[src/rtl/btl_pkg.sv]
package btl_pkg;
  localparam int unsigned LIMIT_W = 16;
  localparam int unsigned BUS_W   = 32;
  typedef logic [LIMIT_W-1:0] limit_t;
endpackage

[src/rtl/btl_limit_reg.sv]
module btl_limit_reg
  import btl_pkg::*;
(
  input  logic             clk,
  input  logic             rst_n,
  input  logic             sw_reset,
  input  logic             stop,
  input  logic             reg_wr,
  input  logic             reg_rd,
  input  logic [BUS_W-1:0] reg_wdata,
  output logic [BUS_W-1:0] reg_rdata,
  output limit_t           limit,
  output logic             wr_accept
);
  localparam int unsigned PAD_W = BUS_W - LIMIT_W;

  assign wr_accept = reg_wr & stop;

  always_ff @(posedge clk or negedge rst_n) begin
    if (!rst_n)          limit <= '0;
    else if (sw_reset)   limit <= '0;
    else if (wr_accept)  limit <= reg_wdata[LIMIT_W-1:0];
  end

  always_comb begin
    reg_rdata = '0;
    if (reg_rd && stop) reg_rdata = {{PAD_W{1'b0}}, limit};
  end

  // writes while running leave the limit alone
  a_r1_write_gated: assert property (@(posedge clk) disable iff (!rst_n)
    (reg_wr && !stop && !sw_reset) |=> $stable(limit));
  // software reset clears the limit
  a_r2_sw_clear: assert property (@(posedge clk) disable iff (!rst_n)
    sw_reset |=> (limit == '0));
endmodule

[src/rtl/btl_prescaler.sv]
module btl_prescaler #(
  parameter int unsigned TICK_DIV = 10
) (
  input  logic clk,
  input  logic rst_n,
  input  logic clr,
  input  logic run,
  output logic tick
);
  localparam int unsigned CNT_W = (TICK_DIV > 1) ? $clog2(TICK_DIV) : 1;
  localparam logic [CNT_W-1:0] LAST = CNT_W'(TICK_DIV - 1);

  logic [CNT_W-1:0] cnt;

  assign tick = run && !clr && (cnt == LAST);

  always_ff @(posedge clk or negedge rst_n) begin
    if (!rst_n)    cnt <= '0;
    else if (clr)  cnt <= '0;
    else if (run)  cnt <= (cnt == LAST) ? '0 : cnt + 1'b1;
  end

  // a frozen prescaler never ticks
  a_r10_no_tick_frozen: assert property (@(posedge clk) disable iff (!rst_n)
    !run |-> !tick);
endmodule

[src/rtl/btl_countdown.sv]
module btl_countdown
  import btl_pkg::*;
(
  input  logic   clk,
  input  logic   rst_n,
  input  logic   sw_reset,
  input  logic   grant,
  input  logic   load,
  input  limit_t limit,
  input  logic   tick,
  input  logic   test_step,
  output logic   expired
);
  limit_t count;
  limit_t count_nxt;

  always_comb begin
    count_nxt = count;
    if ((tick || test_step) && count != '0) count_nxt = count - 1'b1;
  end

  always_ff @(posedge clk or negedge rst_n) begin
    if (!rst_n) begin
      count   <= '0;
      expired <= 1'b0;
    end else if (sw_reset) begin
      count   <= '0;
      expired <= 1'b0;
    end else if (load) begin
      count   <= limit;
      expired <= (limit == '0);
    end else begin
      count   <= count_nxt;
      expired <= grant && (count_nxt == '0);
    end
  end

  // a spent counter stays at zero until reloaded
  a_r10_hold_zero: assert property (@(posedge clk) disable iff (!rst_n)
    (count == '0 && !load) |=> (count == '0));
  // no expiry outside a tenure
  a_r4_clear_on_drop: assert property (@(posedge clk) disable iff (!rst_n)
    !grant |=> !expired);
endmodule

[src/rtl/btl_release.sv]
module btl_release #(
  parameter int unsigned GROUP_LEN = 3
) (
  input  logic clk,
  input  logic rst_n,
  input  logic sw_reset,
  input  logic grant,
  input  logic expired,
  input  logic timer_en,
  input  logic burst_mode,
  input  logic desc_phase,
  input  logic xfer_done,
  input  logic burst_last,
  output logic release_req
);
  localparam int unsigned GRP_W = (GROUP_LEN > 1) ? $clog2(GROUP_LEN) : 1;
  localparam logic [GRP_W-1:0] GRP_LAST = GRP_W'(GROUP_LEN - 1);

  logic [GRP_W-1:0] grp;
  logic data_xfer;
  logic boundary;

  assign data_xfer = grant && xfer_done && !desc_phase;
  assign boundary  = burst_mode ? burst_last : (grp == GRP_LAST);

  always_ff @(posedge clk or negedge rst_n) begin
    if (!rst_n)                     grp <= '0;
    else if (sw_reset || !grant)    grp <= '0;
    else if (data_xfer && !burst_mode)
      grp <= (grp == GRP_LAST) ? '0 : grp + 1'b1;
  end

  always_ff @(posedge clk or negedge rst_n) begin
    if (!rst_n)        release_req <= 1'b0;
    else if (sw_reset) release_req <= 1'b0;
    else release_req <= grant &&
      (release_req || (timer_en && expired && data_xfer && boundary));
  end

  // request drops once the bus is given up
  a_r11_drop_with_grant: assert property (@(posedge clk) disable iff (!rst_n)
    !grant |=> !release_req);
  // a new request only follows expiry
  a_r7_needs_expiry: assert property (@(posedge clk) disable iff (!rst_n)
    (!release_req && !expired) |=> !release_req);
  // descriptor transfers never start a request
  a_r9_desc_no_release: assert property (@(posedge clk) disable iff (!rst_n)
    (!release_req && desc_phase) |=> !release_req);
  // disabled timer never requests release
  a_r5_disabled: assert property (@(posedge clk) disable iff (!rst_n)
    (!release_req && !timer_en) |=> !release_req);
endmodule

[src/rtl/bus_tenure_limiter.sv]
module bus_tenure_limiter
  import btl_pkg::*;
#(
  parameter int unsigned TICK_DIV  = 10,
  parameter int unsigned GROUP_LEN = 3
) (
  input  logic             clk,
  input  logic             rst_n,
  input  logic             sw_reset,
  input  logic             stop,
  input  logic             timer_en,
  input  logic             test_en,
  input  logic             reg_wr,
  input  logic             reg_rd,
  input  logic [BUS_W-1:0] reg_wdata,
  output logic [BUS_W-1:0] reg_rdata,
  input  logic             grant,
  input  logic             burst_mode,
  input  logic             desc_phase,
  input  logic             xfer_done,
  input  logic             burst_last,
  output logic             release_req,
  output logic             expired
);
  logic   grant_q;
  logic   grant_rise;
  logic   wr_accept;
  logic   tick;
  limit_t limit;

  always_ff @(posedge clk or negedge rst_n) begin
    if (!rst_n)        grant_q <= 1'b0;
    else if (sw_reset) grant_q <= 1'b0;
    else               grant_q <= grant;
  end
  assign grant_rise = grant && !grant_q;

  btl_limit_reg u_reg (
    .clk(clk), .rst_n(rst_n), .sw_reset(sw_reset), .stop(stop),
    .reg_wr(reg_wr), .reg_rd(reg_rd), .reg_wdata(reg_wdata),
    .reg_rdata(reg_rdata), .limit(limit), .wr_accept(wr_accept)
  );

  btl_prescaler #(.TICK_DIV(TICK_DIV)) u_pre (
    .clk(clk), .rst_n(rst_n),
    .clr(sw_reset || !grant || grant_rise),
    .run(grant && !test_en),
    .tick(tick)
  );

  btl_countdown u_cnt (
    .clk(clk), .rst_n(rst_n), .sw_reset(sw_reset), .grant(grant),
    .load(grant_rise), .limit(limit), .tick(tick),
    .test_step(test_en && wr_accept),
    .expired(expired)
  );

  btl_release #(.GROUP_LEN(GROUP_LEN)) u_rel (
    .clk(clk), .rst_n(rst_n), .sw_reset(sw_reset), .grant(grant),
    .expired(expired), .timer_en(timer_en), .burst_mode(burst_mode),
    .desc_phase(desc_phase), .xfer_done(xfer_done),
    .burst_last(burst_last), .release_req(release_req)
  );
endmodule

[config.mk]
export PLATFORM = sky130hd
export DESIGN_NAME = bus_tenure_limiter
export DESIGN_NICKNAME = d
export VERILOG_FILES = /design/src/rtl/btl_pkg.sv /design/src/rtl/btl_limit_reg.sv /design/src/rtl/btl_prescaler.sv /design/src/rtl/btl_countdown.sv /design/src/rtl/btl_release.sv /design/src/rtl/bus_tenure_limiter.sv
export SDC_FILE = /design/constraint.sdc
export NUM_CORES = 1
export LEC_CHECK = 0
export ABC_CLOCK_PERIOD_IN_PS = 2700
export BUFFER_PORTS_ARGS = -buffer_cell sky130_fd_sc_hd__buf_2
export CAP_MARGIN = 20
export CELL_PAD_IN_SITES_DETAIL_PLACEMENT = 1
export CELL_PAD_IN_SITES_GLOBAL_PLACEMENT = 2
export CORE_ASPECT_RATIO = 0.8
export CORE_MARGIN = 2
export CORE_UTILIZATION = 27
export CTS_BUF_LIST = sky130_fd_sc_hd__clkbuf_16
export CTS_CLUSTER_DIAMETER = 80
export DETAILED_ROUTE_END_ITERATION = 12
export PLACE_DENSITY = 0.87
export SLEW_MARGIN = 30
export SYNTH_ARGS = -nofsm -noshare
export SYNTH_HDL_FRONTEND = slang
export SYNTH_SLANG_ARGS = --single-unit
[constraint.sdc]
create_clock -name clk -period 2.7 [get_ports clk]
set_input_delay 0.135 -clock clk [delete_from_list [all_inputs] [get_ports clk]]
set_output_delay 0.135 -clock clk [all_outputs]
set_load 0.02 [all_outputs]
==> run_results.csv, run 1 <==
group,metric,value,unit
timing,fin_tns_setup,0,ns
grt,gr-usage-all-layers,0.152,
die,die_y,91.3,um
timing,clock.fmax,377,MHz
die,rows,31,
power_and_ir_drop,power_density,523,nW/um2
setup_path,criticalPathCategory,"register to register",
logic_synthesis,async_flop_share,1.00,
setup_path,r2r_end,"u_cnt.expired",
job,cap_violations,0,
setup_path,cp_max_fo,3,
timing,period_share,0.981,
placement,dp_cells,472,
logic_synthesis,ys_seq_area_frac,0.398,
cts,clk_latency,0.29,ns
setup_path,max_stage_delay,0.56,ns
timing,setup_viol,0,
logic_synthesis,synthCells,301,
layout,final_cells,484,
layout,fillers,1112,
setup_path,slowest_stage,"or4_4",
detailed_routing,ant_nets,0,
logic_synthesis,synth_ff_type,"dfrtp_1",
detailed_routing,first_pass_iters,4,
cts,clockBufferDepth,2,
setup_path,r2r_cells,8,
power_and_ir_drop,leakage,1.56,nW
cts,cts_tree,"done",
setup_path,reg2reg_slack,0.05,ns
detailed_routing,vias,2422,
grt,first_global_vias,2473,
layout,syn2layout_area_growth,26.9,%
timing,min_period,2.65,ns
setup_path,rr_startpoint,"u_cnt.count[0]",
hold_path,hold_end,"u_reg.limit[9]",
logic_synthesis,synth_warnings,0,
grt,grt_max_degree,42,
setup_path,path_cells,"inv_2 -> ha_4 -> or4b_4 -> or4_4 -> nand4_1 -> xnor2_2 -> or4_1 -> o31ai_2",
grt,grt_pass1_wl,12.6,mm
status,status,"finished, final reports clean",
placement,dp_hpwl,5.59,mm
setup_path,cp.required,2.89,ns
placement,gp_congestion,0.942,
layout,nNetsFinal,417,
setup_path,critPathLaunchType,"register",
timing,layout_setup_ws,0.0506,ns
hold_path,worstHoldStart,"reg_wdata[9]",
layout,utilization,0.357,
die,core-area,9150,um2
logic_synthesis,syn-cell-area,2570,um2
hold_path,worstHoldPathType,"primary input to register",
placement,numPortBuffers,46,
die,design.portCount,79,
placement,dpl-instance-area,3020,um2
detailed_routing,drt_iter0_drc,177,
logic_synthesis,synth_seq_cells,41,
detailed_routing,wl_per_cell,16.0,um
cts,cts.sinks,41,
cts,htreeDepth,2,
timing,rsz0062_at_grt,"true",
logic_synthesis,synth_edf_count,0,
timing,finalMaxSlewViolations,0,
die,die_area,10300,um2
timing,hold_viol,0,
layout,antenna_cells,0,
grt,overflow,0,
hold_path,hold_depth,3,
timing,relSlewSlack,0.606,
setup_path,end_kind,"register",
timing,fin_worst_skew,0.00660,ns
power_and_ir_drop,max-vdd-ir-drop,0.196,mV
detailed_routing,drt-total-wl,7.75,mm
cts,clkTransAtPathRegs,0.07,ns
timing,hold_ws,0.0780,ns
layout,post-route-cell-area,3270,um2
timing,worstMarginPinSlew,0.591,ns
die,start_util,0.281,
logic_synthesis,syn_area_per_cell,8.55,um2
setup_path,cp.arrival,2.84,ns
die,die_w,113,um
cts,root_buffer,"clkbuf_16",
logic_synthesis,ys_types,47,
detailed_routing,vias_per_cell,5.00,
power_and_ir_drop,finalPower,1.71,mW
layout,drive_above_1_share,0.274,
grt,antenna_found_initial,0,
cts,numCtsBuffers,5,
placement,place_ws,0.000129,ns
detailed_routing,drc_errors,0,
worst max-delay path: cells and delay by family, from the launching register on:
family                   cells  cell delay, ns
AO/OA/AOI/OAI                1            0.19
XOR/XNOR                     1            0.10
adder cells (fa/ha/maj)      1            0.12
buffers and inverters        1            0.08
flip-flops                   1            0.39
AND/OR/NAND/NOR              4            1.67
cell type report:
| type | count | area, um2 | share of cell area |
|---|---|---|---|
| clock buffer | 5 | 125 | 0.0383 |
| clock inverter | 3 | 41.3 | 0.0126 |
| inverter | 6 | 22.5 | 0.00689 |
| multi-input combinational | 236 | 1430 | 0.438 |
| sequential | 41 | 1030 | 0.314 |
| tap | 115 | 144 | 0.0440 |
| timing repair buffer | 78 | 479 | 0.147 |
cells in the final DEF (no fill, tap or decap), drive strengths merged, types with 2 or more instances in the layout:
cell type	synthesis	final
o31ai	2	2
nand3b	3	3
and2	2	2
o21ai	9	9
xnor2	8	8
or3	4	4
nor2	31	31
conb	1	16
nand2b	2	2
nand4	6	6
and3	16	16
a311oi	3	3
mux2i	6	6
nor3	8	8
inv	6	6
nor3b	2	2
or4	6	6
clkbuf	14	5
ha	4	4
nand2	42	42
nand3	4	4
buf	19	77
nand4b	2	2
xor2	3	3
a211oi	10	10
a21oi	26	26
nor4	10	10
dfrtp	41	41
power breakdown:
part / leakage (nW) / total, mW / internal (mW) / switching (mW)
Sequential: 0.556 / 0.671 / 0.642 / 0.0289
Clock: 0.0775 / 0.685 / 0.433 / 0.252
Combinational: 0.930 / 0.354 / 0.142 / 0.211
cells in the mapped netlist, types with 5 or more instances:
cell type / instances / area (um2)
nand2_1: 42 / 158
and3_1: 16 / 100
nor3_1: 8 / 40.0
nor4_1: 9 / 56.3
nor2_1: 31 / 116
xnor2_1: 8 / 70.1
mux2i_1: 6 / 60.1
inv_1: 6 / 22.5
clkbuf_1: 14 / 52.6
nand4_1: 5 / 31.3
buf_4: 16 / 120
a21oi_1: 26 / 130
dfrtp_1: 41 / 1030
o21ai_0: 7 / 35.0
a211oi_1: 10 / 75.1
kinds of logic (layout without fill, tap and decap cells):
kind of cell    after synthesis  after routing  synth area share
compound gates               56             56             0.138
xor+xnor                     11             11            0.0374
fa+ha+maj                     4              4            0.0194
buf+inv                      39             92            0.0860
flops                        41             41             0.398
mux                           6              6            0.0233
other cells                   1             16           0.00146
simple gates                143            143             0.296
layer usage:
layer | global-route usage | wire, um
met1 | 0.202 | 3590
met2 | 0.254 | 3750
met3 | 0.0187 | 278
met4 | 0.0539 | 133
met5 | 0 | 0
sequential cells by signal, indices dropped and copies added, names as in the netlist:
signal and flops:
grant_q 1, u_rel.release_req 1, u_rel.grp 2, u_pre.cnt 4
u_cnt.count 16, u_cnt.expired 1, u_reg.limit 16
worst max-delay path by stage:
stage	slack (ns)	to	from	cells after the start
after CTS	0.0009	u_cnt.expired	u_cnt.count[0]	8
after floorplan	0.002	u_cnt.expired	u_cnt.count[0]	9
after detailed placement	0.0001	u_cnt.expired	u_cnt.count[0]	9
final	0.05	u_cnt.expired	u_cnt.count[0]	8
after global routing	-0.03	u_cnt.expired	u_cnt.count[0]	8
after global placement	0.1	u_cnt.expired	u_cnt.count[0]	9
repair_timing:
item | 4_1_cts | 5_1_grt
hold buffers | 0 | 1
endpoints found under the hold margin | 0 | 41
endpoints found under the setup margin | 1 | 4
buffers inserted | 0 | 3
gates resized for setup | 1 | 10
pin swaps | 0 | 7
Note: power is estimated with default switching activity, not from simulation.
==> run 2, diff against run 1 <==
ABC_CLOCK_PERIOD_IN_PS = 2450   (was 2700)
CORE_UTILIZATION = 29   (was 27)
PLACE_DENSITY = 0.89   (was 0.87)
clock period = 2.45 ns   (was 2.7 ns; I/O delays follow)
==> run_results.csv, run 2 (synthesized netlist as in run 1, its figures left out) <==
group,metric,value,unit
die,die_w,109,um
setup_path,cp_max_fo,3,
detailed_routing,m1WireLength,3.60,mm
placement,dp_cells,481,
detailed_routing,drc_errors,0,
status,status,"finished with violations",
layout,antenna_cells,0,
cts,root_buffer,"clkbuf_16",
power_and_ir_drop,power_density,569,nW/um2
die,design.portCount,79,
timing,min_period,2.55,ns
job,cap_violations,0,
cts,cts_tree,"done",
die,core-area,8560,um2
power_and_ir_drop,power_frac_clock,0.390,
timing,setup_viol,1,
layout,nNetsFinal,426,
cts,postCtsSetupRepairBufs,0,
layout,final_cell_mix,"45 x buf_2, 42 x nand2_1, 41 x dfrtp_1, 41 x buf_4, 31 x nor2_1",
power_and_ir_drop,switchingPower,529,uW
power_and_ir_drop,leakage,1.60,nW
placement,dp_hpwl,5.74,mm
timing,period_share,1.04,
cts,clockBufferDepth,2,
placement,gp_congestion,0.890,
die,start_util,0.301,
grt,antenna_found_initial,0,
timing,clock.fmax,392,MHz
placement,dpl-instance-area,3120,um2
detailed_routing,routed-wl-met2,3.60,mm
timing,fin_tns_setup,-0.0986,ns
power_and_ir_drop,finalPower,1.88,mW
cts,cts.sinks,41,
power_and_ir_drop,p_sw_frac,0.281,
power_and_ir_drop,pwr-share-seq,0.391,
detailed_routing,drt_iter0_drc,80,
layout,utilization,0.386,
setup_path,r2r_cells,8,
timing,finalMaxSlewViolations,0,
die,rows,30,
setup_path,cp-startpoint,"u_cnt.count[1]",
hold_path,worstHoldPathType,"primary input to register",
setup_path,endpoint,"u_cnt.expired",
detailed_routing,wl_per_cell,15.6,um
timing,hold_ws,0.0694,ns
placement,place_ws,-0.173,ns
detailed_routing,dr_wl_met3,286,um
placement,numPortBuffers,46,
setup_path,cp.arrival,2.74,ns
detailed_routing,vias_per_cell,5.07,
layout,layout_commonest_cell,"buf_2",
grt,grt_pass1_wl,12.5,mm
cts,numCtsBuffers,5,
timing,hold_viol,0,
grt,grt_max_degree,42,
layout,final_cells,489,
layout,syn2layout_area_growth,28.3,%
grt,gr-usage-all-layers,0.166,
timing,relSlewSlack,0.634,
detailed_routing,ant_nets,0,
detailed_routing,vias,2480,
cts,htreeDepth,2,
cts,clkTransAtPathRegs,0.06,ns
detailed_routing,top_layer_used,"met4",
die,die_area,9650,um2
timing,worstMarginPinSlew,0.549,ns
setup_path,end_kind,"register",
setup_path,cp.required,2.65,ns
setup_path,reg2reg_slack,-0.1,ns
status,violations,"negative setup slack",
timing,fin_worst_skew,0.00722,ns
cts,clk_latency,0.29,ns
layout,reg_top3,"u_cnt.count: 16 flops, u_reg.limit: 16 flops, u_pre.cnt: 4 flops",
setup_path,rr_startpoint,"u_cnt.count[1]",
setup_path,r2r_end,"u_cnt.expired",
grt,first_global_vias,2483,
layout,post-route-cell-area,3300,um2
layout,drive_above_1_share,0.286,
timing,layout_setup_ws,-0.0986,ns
grt,overflow,0,
timing,rsz0062_at_grt,"true",
detailed_routing,drt-total-wl,7.63,mm
detailed_routing,first_pass_iters,4,
power_and_ir_drop,p_comb_frac,0.219,
power_and_ir_drop,max-vdd-ir-drop,0.261,mV
setup_path,criticalPathCategory,"register to register",
die,die_y,88.3,um
power_and_ir_drop,p_int,1.35,mW
setup_path,critPathLaunchType,"register",
## run 2: worst min-delay path by stage
| stage | endpoint | depth (start not counted) | slack, ns | from |
|---|---|---|---|---|
| 2_1_floorplan | grant_q | 0 | -0.17 | rst_n |
| 3_3_place_gp | u_reg.limit[10] | 1 | 0.31 | rst_n |
| 3_5_place_dp | u_reg.limit[12] | 1 | 0.32 | rst_n |
| 4_1_cts | u_reg.limit[12] | 1 | 0.01 | rst_n |
| 5_1_grt | u_reg.limit[2] | 3 | 0.08 | reg_wdata[2] |
| 6_report | u_reg.limit[15] | 3 | 0.07 | reg_wdata[15] |
## run 2: area by class of cell
class	instances	area, um2
multi-input cells	236	1410
well taps	112	140
clock buffers	5	125
clock inverters	2	35.0
flip-flops and latches	41	1030
repair buffers	87	543
fillers	1045	5250
inverters	6	22.5
## run 2: what timing repair did
action / in CTS / in global routing
pin swaps: 5 / 0
setup endpoints to repair: 4 / 4
hold buffers: 0 / 1
resized for setup: 3 / 2
cloned: 0 / 0
hold endpoints to repair: 0 / 41
## run 2: power groups by stage
stage / Combinational, mW / Clock (mW) / Sequential (mW)
after global routing: 0.451 / 0.776 / 0.739
after CTS: 0.409 / 0.746 / 0.735
final: 0.411 / 0.734 / 0.735
after detailed placement: 0.403 / 0 / 0.747
after floorplan: 0.252 / 0 / 0.748
after global placement: 0.392 / 0 / 0.746
## run 2: critical path, stage by stage (launching register included)
cell	delay, ns
dfrtp_1	0.39
inv_2	0.07
ha_1	0.12
or4b_4	0.48
nor4_4	0.25
o21ai_1	0.10
a221o_1	0.34
or4_1	0.53
o31ai_2	0.18
## run 2: metal layers
metal  track usage  vias to the layer above
li1              -                     1192
met1         0.235                     1214
met2         0.263                       63
met3        0.0199                       11
met4        0.0575                        0
met5             0                        -
==> run 3, diff against run 2 <==
GPL_TIMING_DRIVEN = 0   (was not set)
==> run_results.csv, run 3 (synthesized netlist as in run 1, its figures left out) <==
group,metric,value,unit
timing,clock.fmax,362,MHz
cts,root_buffer,"clkbuf_16",
grt,first_global_vias,2619,
die,core-area,8560,um2
setup_path,slowest_stage,"or4_4",
placement,place_ws,-0.627,ns
setup_path,cp.required,2.64,ns
cts,htreeDepth,2,
layout,syn2layout_area_growth,32.1,%
status,status,"finished with violations",
hold_path,worstHoldPathType,"primary input to register",
cts,numCtsBuffers,5,
timing,fin_worst_skew,0.00334,ns
grt,overflow,0,
setup_path,path_cells,"or4_4 -> or4_4 -> nand4_1 -> xnor2_2 -> or4_4 -> o31ai_4",
setup_path,criticalPathCategory,"register to register",
setup_path,crit_family,"simple AND/OR/NAND/NOR gates",
setup_path,critPathLaunchType,"register",
layout,reg_top3,"u_cnt.count: 16 flops, u_reg.limit: 16 flops, u_pre.cnt: 4 flops",
die,rows,30,
setup_path,r2r_end,"u_cnt.expired",
power_and_ir_drop,leakage,1.62,nW
job,cap_violations,0,
setup_path,r2r_cells,6,
detailed_routing,wl_per_cell,16.1,um
setup_path,max_stage_delay,0.61,ns
timing,setup_viol,5,
setup_path,cp.arrival,2.95,ns
timing,hold_ws,0.0725,ns
grt,grt_max_degree,42,
setup_path,cp_num_cells,6,
hold_path,hold_depth,3,
timing,min_period,2.76,ns
timing,worstMarginPinSlew,0.623,ns
setup_path,endpoint,"u_cnt.expired",
timing,hold_viol,0,
detailed_routing,drt-total-wl,8.00,mm
timing,finalMaxSlewViolations,0,
setup_path,rr_startpoint,"u_cnt.count[3]",
layout,antenna_cells,0,
detailed_routing,drt_iter0_drc,117,
placement,dp_hpwl,5.87,mm
placement,numPortBuffers,43,
detailed_routing,drc_errors,0,
timing,relSlewSlack,0.584,
power_and_ir_drop,power_density,524,nW/um2
cts,clockBufferDepth,2,
timing,rsz0062_at_grt,"true",
placement,gp_congestion,0.858,
layout,final_cell_mix,"42 x buf_2, 41 x nand2_1, 39 x dfrtp_1",
detailed_routing,ant_nets,0,
layout,drive_above_1_share,0.285,
die,die_w,109,um
layout,final_cells,498,
setup_path,cp_num_buf_inv,0,
power_and_ir_drop,max-vdd-ir-drop,0.262,mV
die,die_area,9650,um2
die,design.portCount,79,
die,start_util,0.301,
die,die_y,88.3,um
setup_path,reg2reg_slack,-0.31,ns
setup_path,cp-startpoint,"u_cnt.count[3]",
layout,nNetsFinal,435,
status,violations,"negative setup slack",
timing,period_share,1.13,
layout,layout_commonest_cell,"buf_2",
grt,antenna_found_initial,0,
setup_path,cp_max_fo,7,
cts,cts_tree,"done",
detailed_routing,vias,2511,
cts,clk_latency,0.28,ns
detailed_routing,first_pass_iters,4,
cts,cts.sinks,41,
timing,layout_setup_ws,-0.311,ns
grt,grt_pass1_wl,13.3,mm
cts,clkTransAtPathRegs,0.05,ns
grt,gr-usage-all-layers,0.177,
power_and_ir_drop,finalPower,1.78,mW
setup_path,cp_common_cell,"or4_4",
detailed_routing,vias_per_cell,5.04,
setup_path,end_kind,"register",
placement,dp_cells,471,
timing,fin_tns_setup,-0.427,ns
-- run 3: changes by cell type in the layout (fill, tap and decap cells not counted), moves of 2 or more --
cell	delta
buf_2	-3
xnor2_2	+2
buf_4	-7
xnor2_1	-2
clkbuf_1	+14
dfrtp_2	+2
dfrtp_1	-2
buf_6	+3
ha_1	-2
-- run 3: worst min path at each step --
| stage | end | from |
|---|---|---|
| floorplan | grant_q | rst_n |
| global placement | u_reg.limit[10] | rst_n |
| detailed placement | u_reg.limit[13] | rst_n |
| CTS | u_reg.limit[10] | rst_n |
| global route | u_reg.limit[12] | reg_wdata[12] |
| finish | u_reg.limit[0] | reg_wdata[0] |
-- run 3: worst reg2reg max path, delay by kind of cell (launching register included) --
kind | cells | cell delay [ns]
and+or+nand+nor | 4 | 1.92
DFF | 1 | 0.46
AOI/OAI and AO/OA | 1 | 0.20
xor gates and xnor gates | 1 | 0.10
-- run 3: timing repair --
| action | 4_1_cts | 5_1_grt |
|---|---|---|
| buffers inserted | 16 | 5 |
| endpoints found under the setup margin | 12 | 17 |
| gates cloned | 0 | 0 |
| endpoints found under the hold margin | 0 | 41 |
| gates resized for setup | 15 | 7 |
| hold buffers | 0 | 1 |
| pin swaps | 13 | 9 |
-- run 3: area by class of cell --
type	count	area, um2
Sequential cell	41	1030
Clock inverter	2	7.51
Timing Repair Buffer	64	398
Fill cell	1051	5160
Tap cell	112	140
Buffer	32	188
Clock buffer	5	125
Multi-Input combinational cell	236	1490
Inverter	6	22.5
-- run 3: routing by layer --
metal	part of all wire	global-route usage	up-vias
met5	0	0	-
met4	0.017	0.0702	0
met3	0.035	0.0280	10
met2	0.49	0.289	49
met1	0.46	0.237	1244
li1	-	-	1208
-- run 3: metrics by stage --
stage | utilization | area, um2
3_5_place_dp | 0.351 | 3010
2_1_floorplan | - | 2650
4_1_cts | 0.389 | 3330
3_3_place_gp | 0.351 | 3010
5_1_grt | 0.398 | 3400
6_report | 0.398 | 3400
-- run 3: report_power, final --
part / total, mW / switching, mW / internal (mW)
clock network: 0.603 / 0.240 / 0.364
registers: 0.751 / 0.0418 / 0.709
logic: 0.429 / 0.247 / 0.182
total: 1.78 / 0.528 / 1.25
